`src/rtl/fpx_pkg.sv`:
```
package fpx_pkg;
   // number of exception conditions in each field
   localparam int NEXC      = 5;
   // bit index of each condition inside a five-bit group
   localparam int EXC_V     = 4;
   localparam int EXC_Z     = 3;
   localparam int EXC_O     = 2;
   localparam int EXC_U     = 1;
   localparam int EXC_I     = 0;
   // field placement in the register word
   localparam int FLAG_LSB  = 0;
   localparam int EN_LSB    = 5;
   localparam int CAUSE_LSB = 10;
   localparam int RM_LSB    = 16;
   localparam int RM_W      = 2;
   localparam int CC_LSB    = 18;
   localparam int CC_W      = 4;
   localparam int USED_W    = CC_LSB + CC_W;
   // compare code value for an unordered result
   localparam logic [CC_W-1:0] CC_UNORD = 4'b0001;
   // trap kinds, highest priority in the top bit
   localparam int TRAP_KINDS = 3;
   localparam int TK_OFF     = 2;
   localparam int TK_UNIMP   = 1;
   localparam int TK_ARITH   = 0;
endpackage

```
`src/rtl/fpx_prio.sv`:
```
module fpx_prio #(
   parameter int N = 5
) (
   input  logic [N-1:0] hit,
   output logic [N-1:0] pick
);
   // above[i] is set when any bit above position i is set
   logic [N-1:0] above;

   if (N < 1) begin : g_bad_n
      $error("fpx_prio: N must be at least 1");
   end

   for (genvar i = 0; i < N; i++) begin : g_bit
      if (i == N - 1) begin : g_top
         assign above[i] = 1'b0;
      end else begin : g_low
         assign above[i] = above[i+1] | hit[i+1];
      end
      assign pick[i] = hit[i] & ~above[i];
   end
endmodule

```
`src/rtl/fpx_csr.sv`:
```
module fpx_csr
   import fpx_pkg::*;
#(
   parameter int REG_W = 32
) (
   input  logic             clk,
   input  logic             rst_n,
   input  logic             sw_we,
   input  logic [REG_W-1:0] sw_wdata,
   input  logic             op_start,
   input  logic             op_cmp,
   input  logic [CC_W-1:0]  cmp_res,
   input  logic [NEXC-1:0]  op_status,
   input  logic [NEXC-1:0]  cause_pick,
   output logic [REG_W-1:0] csr_q,
   output logic [NEXC-1:0]  enable_q
);
   localparam logic [REG_W-1:0] GRP_ONES = REG_W'((1 << NEXC) - 1);
   localparam logic [REG_W-1:0] CC_ONES  = REG_W'((1 << CC_W) - 1);
   localparam logic [REG_W-1:0] WR_MASK  = (CC_ONES << CC_LSB)
                                         | (GRP_ONES << CAUSE_LSB)
                                         | (GRP_ONES << EN_LSB)
                                         | (GRP_ONES << FLAG_LSB);

   if (REG_W < USED_W) begin : g_bad_width
      $error("fpx_csr: REG_W too small for the field layout");
   end

   logic [REG_W-1:0] reg_q, reg_d;
   logic [NEXC-1:0]  flag_q;
   logic [CC_W-1:0]  cc_next;

   assign enable_q = reg_q[EN_LSB +: NEXC];
   assign flag_q   = reg_q[FLAG_LSB +: NEXC];

   // compare code: invalid overrides the compare result
   always_comb begin
      if (op_status[EXC_V]) begin
         cc_next = enable_q[EXC_V] ? '0 : CC_UNORD;
      end else begin
         cc_next = cmp_res;
      end
   end

   always_comb begin
      reg_d = reg_q;
      if (sw_we) begin
         reg_d = sw_wdata & WR_MASK;
      end else if (op_start) begin
         reg_d[CAUSE_LSB +: NEXC] = cause_pick;
         reg_d[FLAG_LSB +: NEXC]  = flag_q | (op_status & ~enable_q);
         if (op_cmp) begin
            reg_d[CC_LSB +: CC_W] = cc_next;
         end
      end
   end

   always_ff @(posedge clk or negedge rst_n) begin
      if (!rst_n) begin
         reg_q <= '0;
      end else begin
         reg_q <= reg_d;
      end
   end

   assign csr_q = reg_q;
endmodule

```
`src/rtl/fpx_trap_arb.sv`:
```
module fpx_trap_arb
   import fpx_pkg::*;
#(
   parameter int                CODE_W    = 12,
   parameter logic [CODE_W-1:0] VEC_OFF   = 12'h1C0,
   parameter logic [CODE_W-1:0] VEC_UNIMP = 12'h1C8,
   parameter logic [CODE_W-1:0] VEC_ARITH = 12'h1D0
) (
   input  logic              clk,
   input  logic              rst_n,
   input  logic              set_off,
   input  logic              set_unimp,
   input  logic              set_arith,
   input  logic              ack,
   output logic              req,
   output logic [CODE_W-1:0] code
);
   logic [TRAP_KINDS-1:0] pend_q, pend_d, grant, clr, setv;

   assign setv[TK_OFF]   = set_off;
   assign setv[TK_UNIMP] = set_unimp;
   assign setv[TK_ARITH] = set_arith;

   fpx_prio #(.N(TRAP_KINDS)) u_grant (
      .hit  (pend_q),
      .pick (grant)
   );

   assign req    = |pend_q;
   assign clr    = ack ? grant : '0;
   assign pend_d = (pend_q & ~clr) | setv;

   always_ff @(posedge clk or negedge rst_n) begin
      if (!rst_n) begin
         pend_q <= '0;
      end else begin
         pend_q <= pend_d;
      end
   end

   assign code = ({CODE_W{grant[TK_OFF]}}   & VEC_OFF)
               | ({CODE_W{grant[TK_UNIMP]}} & VEC_UNIMP)
               | ({CODE_W{grant[TK_ARITH]}} & VEC_ARITH);
endmodule

```
`src/rtl/fpx_ctrl.sv`:
```
module fpx_ctrl
   import fpx_pkg::*;
#(
   parameter int                REG_W     = 32,
   parameter int                CODE_W    = 12,
   parameter bit                HAS_FPU   = 1'b1,
   parameter logic [CODE_W-1:0] VEC_OFF   = 12'h1C0,
   parameter logic [CODE_W-1:0] VEC_UNIMP = 12'h1C8,
   parameter logic [CODE_W-1:0] VEC_ARITH = 12'h1D0
) (
   input  logic              clk,
   input  logic              rst_n,
   input  logic              fpu_en,
   input  logic              issue_valid,
   input  logic              issue_unimp,
   input  logic              op_start,
   input  logic              op_cmp,
   input  logic [NEXC-1:0]   op_status,
   input  logic [CC_W-1:0]   cmp_res,
   output logic              wb_ok,
   input  logic              sw_we,
   input  logic [REG_W-1:0]  sw_wdata,
   output logic [REG_W-1:0]  csr_rdata,
   output logic              trap_req,
   output logic [CODE_W-1:0] trap_code,
   input  logic              trap_ack
);
   if (CODE_W < 1) begin : g_bad_code
      $error("fpx_ctrl: CODE_W must be positive");
   end
   if (VEC_OFF == VEC_UNIMP || VEC_OFF == VEC_ARITH || VEC_UNIMP == VEC_ARITH) begin : g_bad_vec
      $error("fpx_ctrl: trap vectors must be distinct");
   end

   logic            unit_on;
   logic [NEXC-1:0] en_q, hit, pick;

   // variant: without an FPU every issued instruction takes the disabled trap
   if (HAS_FPU) begin : g_fpu
      assign unit_on = fpu_en;
   end else begin : g_nofpu
      assign unit_on = 1'b0;
   end

   assign hit = op_start ? (op_status & en_q) : '0;

   fpx_prio #(.N(NEXC)) u_cause (
      .hit  (hit),
      .pick (pick)
   );

   assign wb_ok = op_start & ~|hit;

   fpx_csr #(.REG_W(REG_W)) u_csr (
      .clk        (clk),
      .rst_n      (rst_n),
      .sw_we      (sw_we),
      .sw_wdata   (sw_wdata),
      .op_start   (op_start),
      .op_cmp     (op_cmp),
      .cmp_res    (cmp_res),
      .op_status  (op_status),
      .cause_pick (pick),
      .csr_q      (csr_rdata),
      .enable_q   (en_q)
   );

   fpx_trap_arb #(
      .CODE_W    (CODE_W),
      .VEC_OFF   (VEC_OFF),
      .VEC_UNIMP (VEC_UNIMP),
      .VEC_ARITH (VEC_ARITH)
   ) u_trap (
      .clk       (clk),
      .rst_n     (rst_n),
      .set_off   (issue_valid & ~unit_on),
      .set_unimp (issue_valid & unit_on & issue_unimp),
      .set_arith (|pick),
      .ack       (trap_ack),
      .req       (trap_req),
      .code      (trap_code)
   );
endmodule

```
`config.mk`:
```
export PLATFORM = sky130hd
export DESIGN_NAME = fpx_ctrl
export DESIGN_NICKNAME = d
export VERILOG_FILES = /design/src/rtl/fpx_pkg.sv /design/src/rtl/fpx_prio.sv /design/src/rtl/fpx_csr.sv /design/src/rtl/fpx_trap_arb.sv /design/src/rtl/fpx_ctrl.sv
export SDC_FILE = /design/constraint.sdc
export NUM_CORES = 1
export LEC_CHECK = 0
export BUFFER_PORTS_ARGS = -buffer_cell sky130_fd_sc_hd__buf_2
export CAP_MARGIN = 30
export CORE_MARGIN = 10
export CORE_UTILIZATION = 39
export CTS_CLUSTER_DIAMETER = 80
export DETAILED_ROUTE_END_ITERATION = 8
export PLACE_DENSITY = 0.79
export SETUP_SLACK_MARGIN = 0.05
export SYNTH_ARGS = -nofsm -noshare
export SYNTH_HDL_FRONTEND = slang
export SYNTH_SLANG_ARGS = --single-unit
```
`constraint.sdc`:
```
create_clock -name clk -period 1.23 [get_ports clk]
set_clock_uncertainty 0.1 [all_clocks]
set_input_delay 0.123 -clock clk [delete_from_list [all_inputs] [get_ports clk]]
set_output_delay 0.123 -clock clk [all_outputs]
set_load 0.02 [all_outputs]
```
==> impl_metrics.csv <==
group,metric,value,unit
worst_hold_path,hold_class,"input port to flip-flop",
sta,final-hold-violation-count,0,
final_layout,diodes,0,
cts,clk_pin_slew,110,ps
pwr,p_seq_share,43.2,%
cts,cts_buffers,3,
final_layout,multiInputGateArea,585.6,µm²
route,viasPerCell,4.781,
critical_path,cpLargestDelayFamily,"flip-flops",
final_layout,fill_cells,240,
synth,ys_warn_count,0,
critical_path,reg2reg_depth,6,
final_layout,fin_cells,278,
floorplan,start_util,41.02,%
grt,grt_overflow,0,
final_layout,layout_common_cells,"buf_2, dlygate4sd3_1, conb_1",
cts,clock-sinks,22,
route,routed-via-count,1329,
placement,pre_cts_ws,-116.2,ps
route,wl,4599,µm
route,ant_nets,0,
critical_path,cp-end-kind,"output port",
floorplan,die-area,5878,µm²
sta,finalCritPeriodShare,136.9,%
outcome,status,"finished, violations left",
pwr,power,1.974,mW
synth,synthDistinctLibCells,34,
final_layout,seqCellArea,555.5,µm²
cts,clk_path_buf_depth,2,
cts,holdBufCountCts,26,
final_layout,mostFrequentLayoutCell,"buf_2",
synth,synthArstFlopShare,100.0,%
route,drc_errors,0,
placement,dp.cells,241,
sta,tns,-2498,ps
placement,gp_congestion,0.8146,
critical_path,startpoint_type,"flip-flop",
pwr,p_leak,1.035,nW
floorplan,chipWidth,76.67,µm
pwr,p_clk_share,16.9,%
final_layout,postLayoutCoreUtil,67.30,%
floorplan,coreArea,3053,µm²
pwr,power.internal,1.284,mW
grt,grt_use_total,14.47,%
floorplan,fp-row-count,20,
synth,postSynthCellCount,134,
cts,clk_latency,310,ps
sta,period_needed,1684,ps
placement,place_area,1574,µm²
cts,htreeDepth,1,
final_layout,drive_above_1_share,44.87,%
sta,rsz0062_at_grt,"yes",
synth,netlist_area,1252,µm²
synth,synth-main-ff-cell,"dfrtp_1",
route,drt_iter0_markers,74,
critical_path,critPathKind,"flip-flop to output port",
floorplan,die_h,76.67,µm
cts,cts_tree,"done",
synth,synth_seq_cells,22,
outcome,failed_checks,"setup timing",
placement,port_buffers,62,
pwr,p_switching,0.6905,mW
critical_path,path_cells,"a22oi_2, o211ai_2, nor3b_4, buf_6",
route,drt_pass1_iterations,4,
job,cap_violations,0,
synth,ys_seq_area_share,43.96,%
pwr,p_sw_share,34.97,%
placement,hpwlAfterDp,2897,µm
pwr,powerDensity,961.0,nW/µm²
critical_path,worstPathArrival,1460,ps
sta,fmax,594.0,MHz
critical_path,worstPathRequired,1010,ps
sta,setup_viol,13,
pwr,comb_power_share,39.9,%
critical_path,cp_max_fo,2,
worst_hold_path,min_path_cells,3,
critical_path,cpPeakStageDelay,440,ps
pwr,ir_worst_vdd,0.4085,mV
sta,slew_violations,0,
critical_path,crit_buf_inv,1,
synth,synth-edff-count,0,
sta,post-route-worst-setup-slack,-453.6,ps
cts,cts_root_buf,"clkbuf_4",
grt,grt_antenna_before_repair,0,
synth,avgSynthCellArea,9.347,µm²
floorplan,ioPinCount,96,
sta,hold_ws,11.28,ps
critical_path,crit_cells,4,
final_layout,final_area,2054,µm²
final_layout,fin_nets,286,
grt,first_global_vias,1460,
grt,grt_pass1_wl,7051,µm
route,detail_route.wl_per_cell,16.54,µm
critical_path,worst_path_max_delay_cell,"dfrtp_2",
grt,grt_max_degree,23,
final_layout,syn_to_final_growth,64.04,%
[power groups by stage]
stage | clock network, mW | logic, mW | registers (mW)
2_1_floorplan | 0 | 0.329 | 0.937
6_report | 0.333 | 0.788 | 0.854
3_5_place_dp | 0 | 0.572 | 0.858
3_3_place_gp | 0 | 0.564 | 0.853
4_1_cts | 0.338 | 0.735 | 0.847
5_1_grt | 0.363 | 0.851 | 0.863
[Yosys cell counts (all sizes together), types with 3 or more instances]
cell type	number	area, µm²
o21ai	13	65.06
inv	10	37.54
buf	27	203.9
nor2b	5	31.28
dfrtp	22	550.5
o31ai	3	27.52
a21oi	7	35.03
a222oi	3	30.03
nand2	14	52.55
nand3	4	25.02
a31oi	4	25.02
[path summary, 6_finish.rpt]
| kind | start | slack (ps) | to |
|---|---|---|---|
| worst min-delay path | op_status[0] | 10 | u_csr.csr_q[10] |
| worst max register to register | u_csr.csr_q[9] | -100 | u_csr.csr_q[4] |
| max in group asynchronous | rst_n | 440 | u_csr.csr_q[9] |
| worst min register to register | u_csr.csr_q[19] | 410 | u_csr.csr_q[19] |
| min in group asynchronous | rst_n | 230 | u_csr.csr_q[12] |
| worst max-delay path | u_csr.csr_q[9] | -450 | wb_ok |
[worst reg2reg max path: stages (launching register included)]
cell and delay, ps:
dfrtp_2 440, buf_4 140, buf_8 120, buf_4 130, nor2b_4 130, a21oi_1 80
o21ai_1 120
[metal layers]
metal	track usage [%]	routed length [µm]
met1	16.63	1853
met2	24.37	2263
met3	3.147	286
met4	7.807	196
met5	0	0
[flip-flops by register name, indices dropped and copies added (netlist names)]
name and count:
u_csr.csr_q 19, u_trap.pend_q 3
[timing repair]
item | CTS | global route
gates cloned | 0 | 0
resized for setup | 34 | 16
buffers inserted | 7 | 8
endpoints found under the hold margin | 42 | 1
pin swaps | 2 | 6
setup endpoints to repair | 13 | 19
[final cells by class]
cell class / instances / area share [%]
clock buffers: 3 / 1.096
inverters: 10 / 1.827
multi-input cells: 92 / 28.50
flip-flops and latches: 22 / 27.04
well taps: 44 / 2.680
repair buffers: 107 / 38.86
[kinds of logic after synthesis]
group,Yosys count,share of synthesized area (%)
buffers and inverters,39,19.88
DFF,22,43.96
and+or+nand+nor,35,15.78
other,1,0.2994
AOI/OAI and AO/OA,36,19.18
muxes,1,0.8990
(Power assumes the default switching activity.)
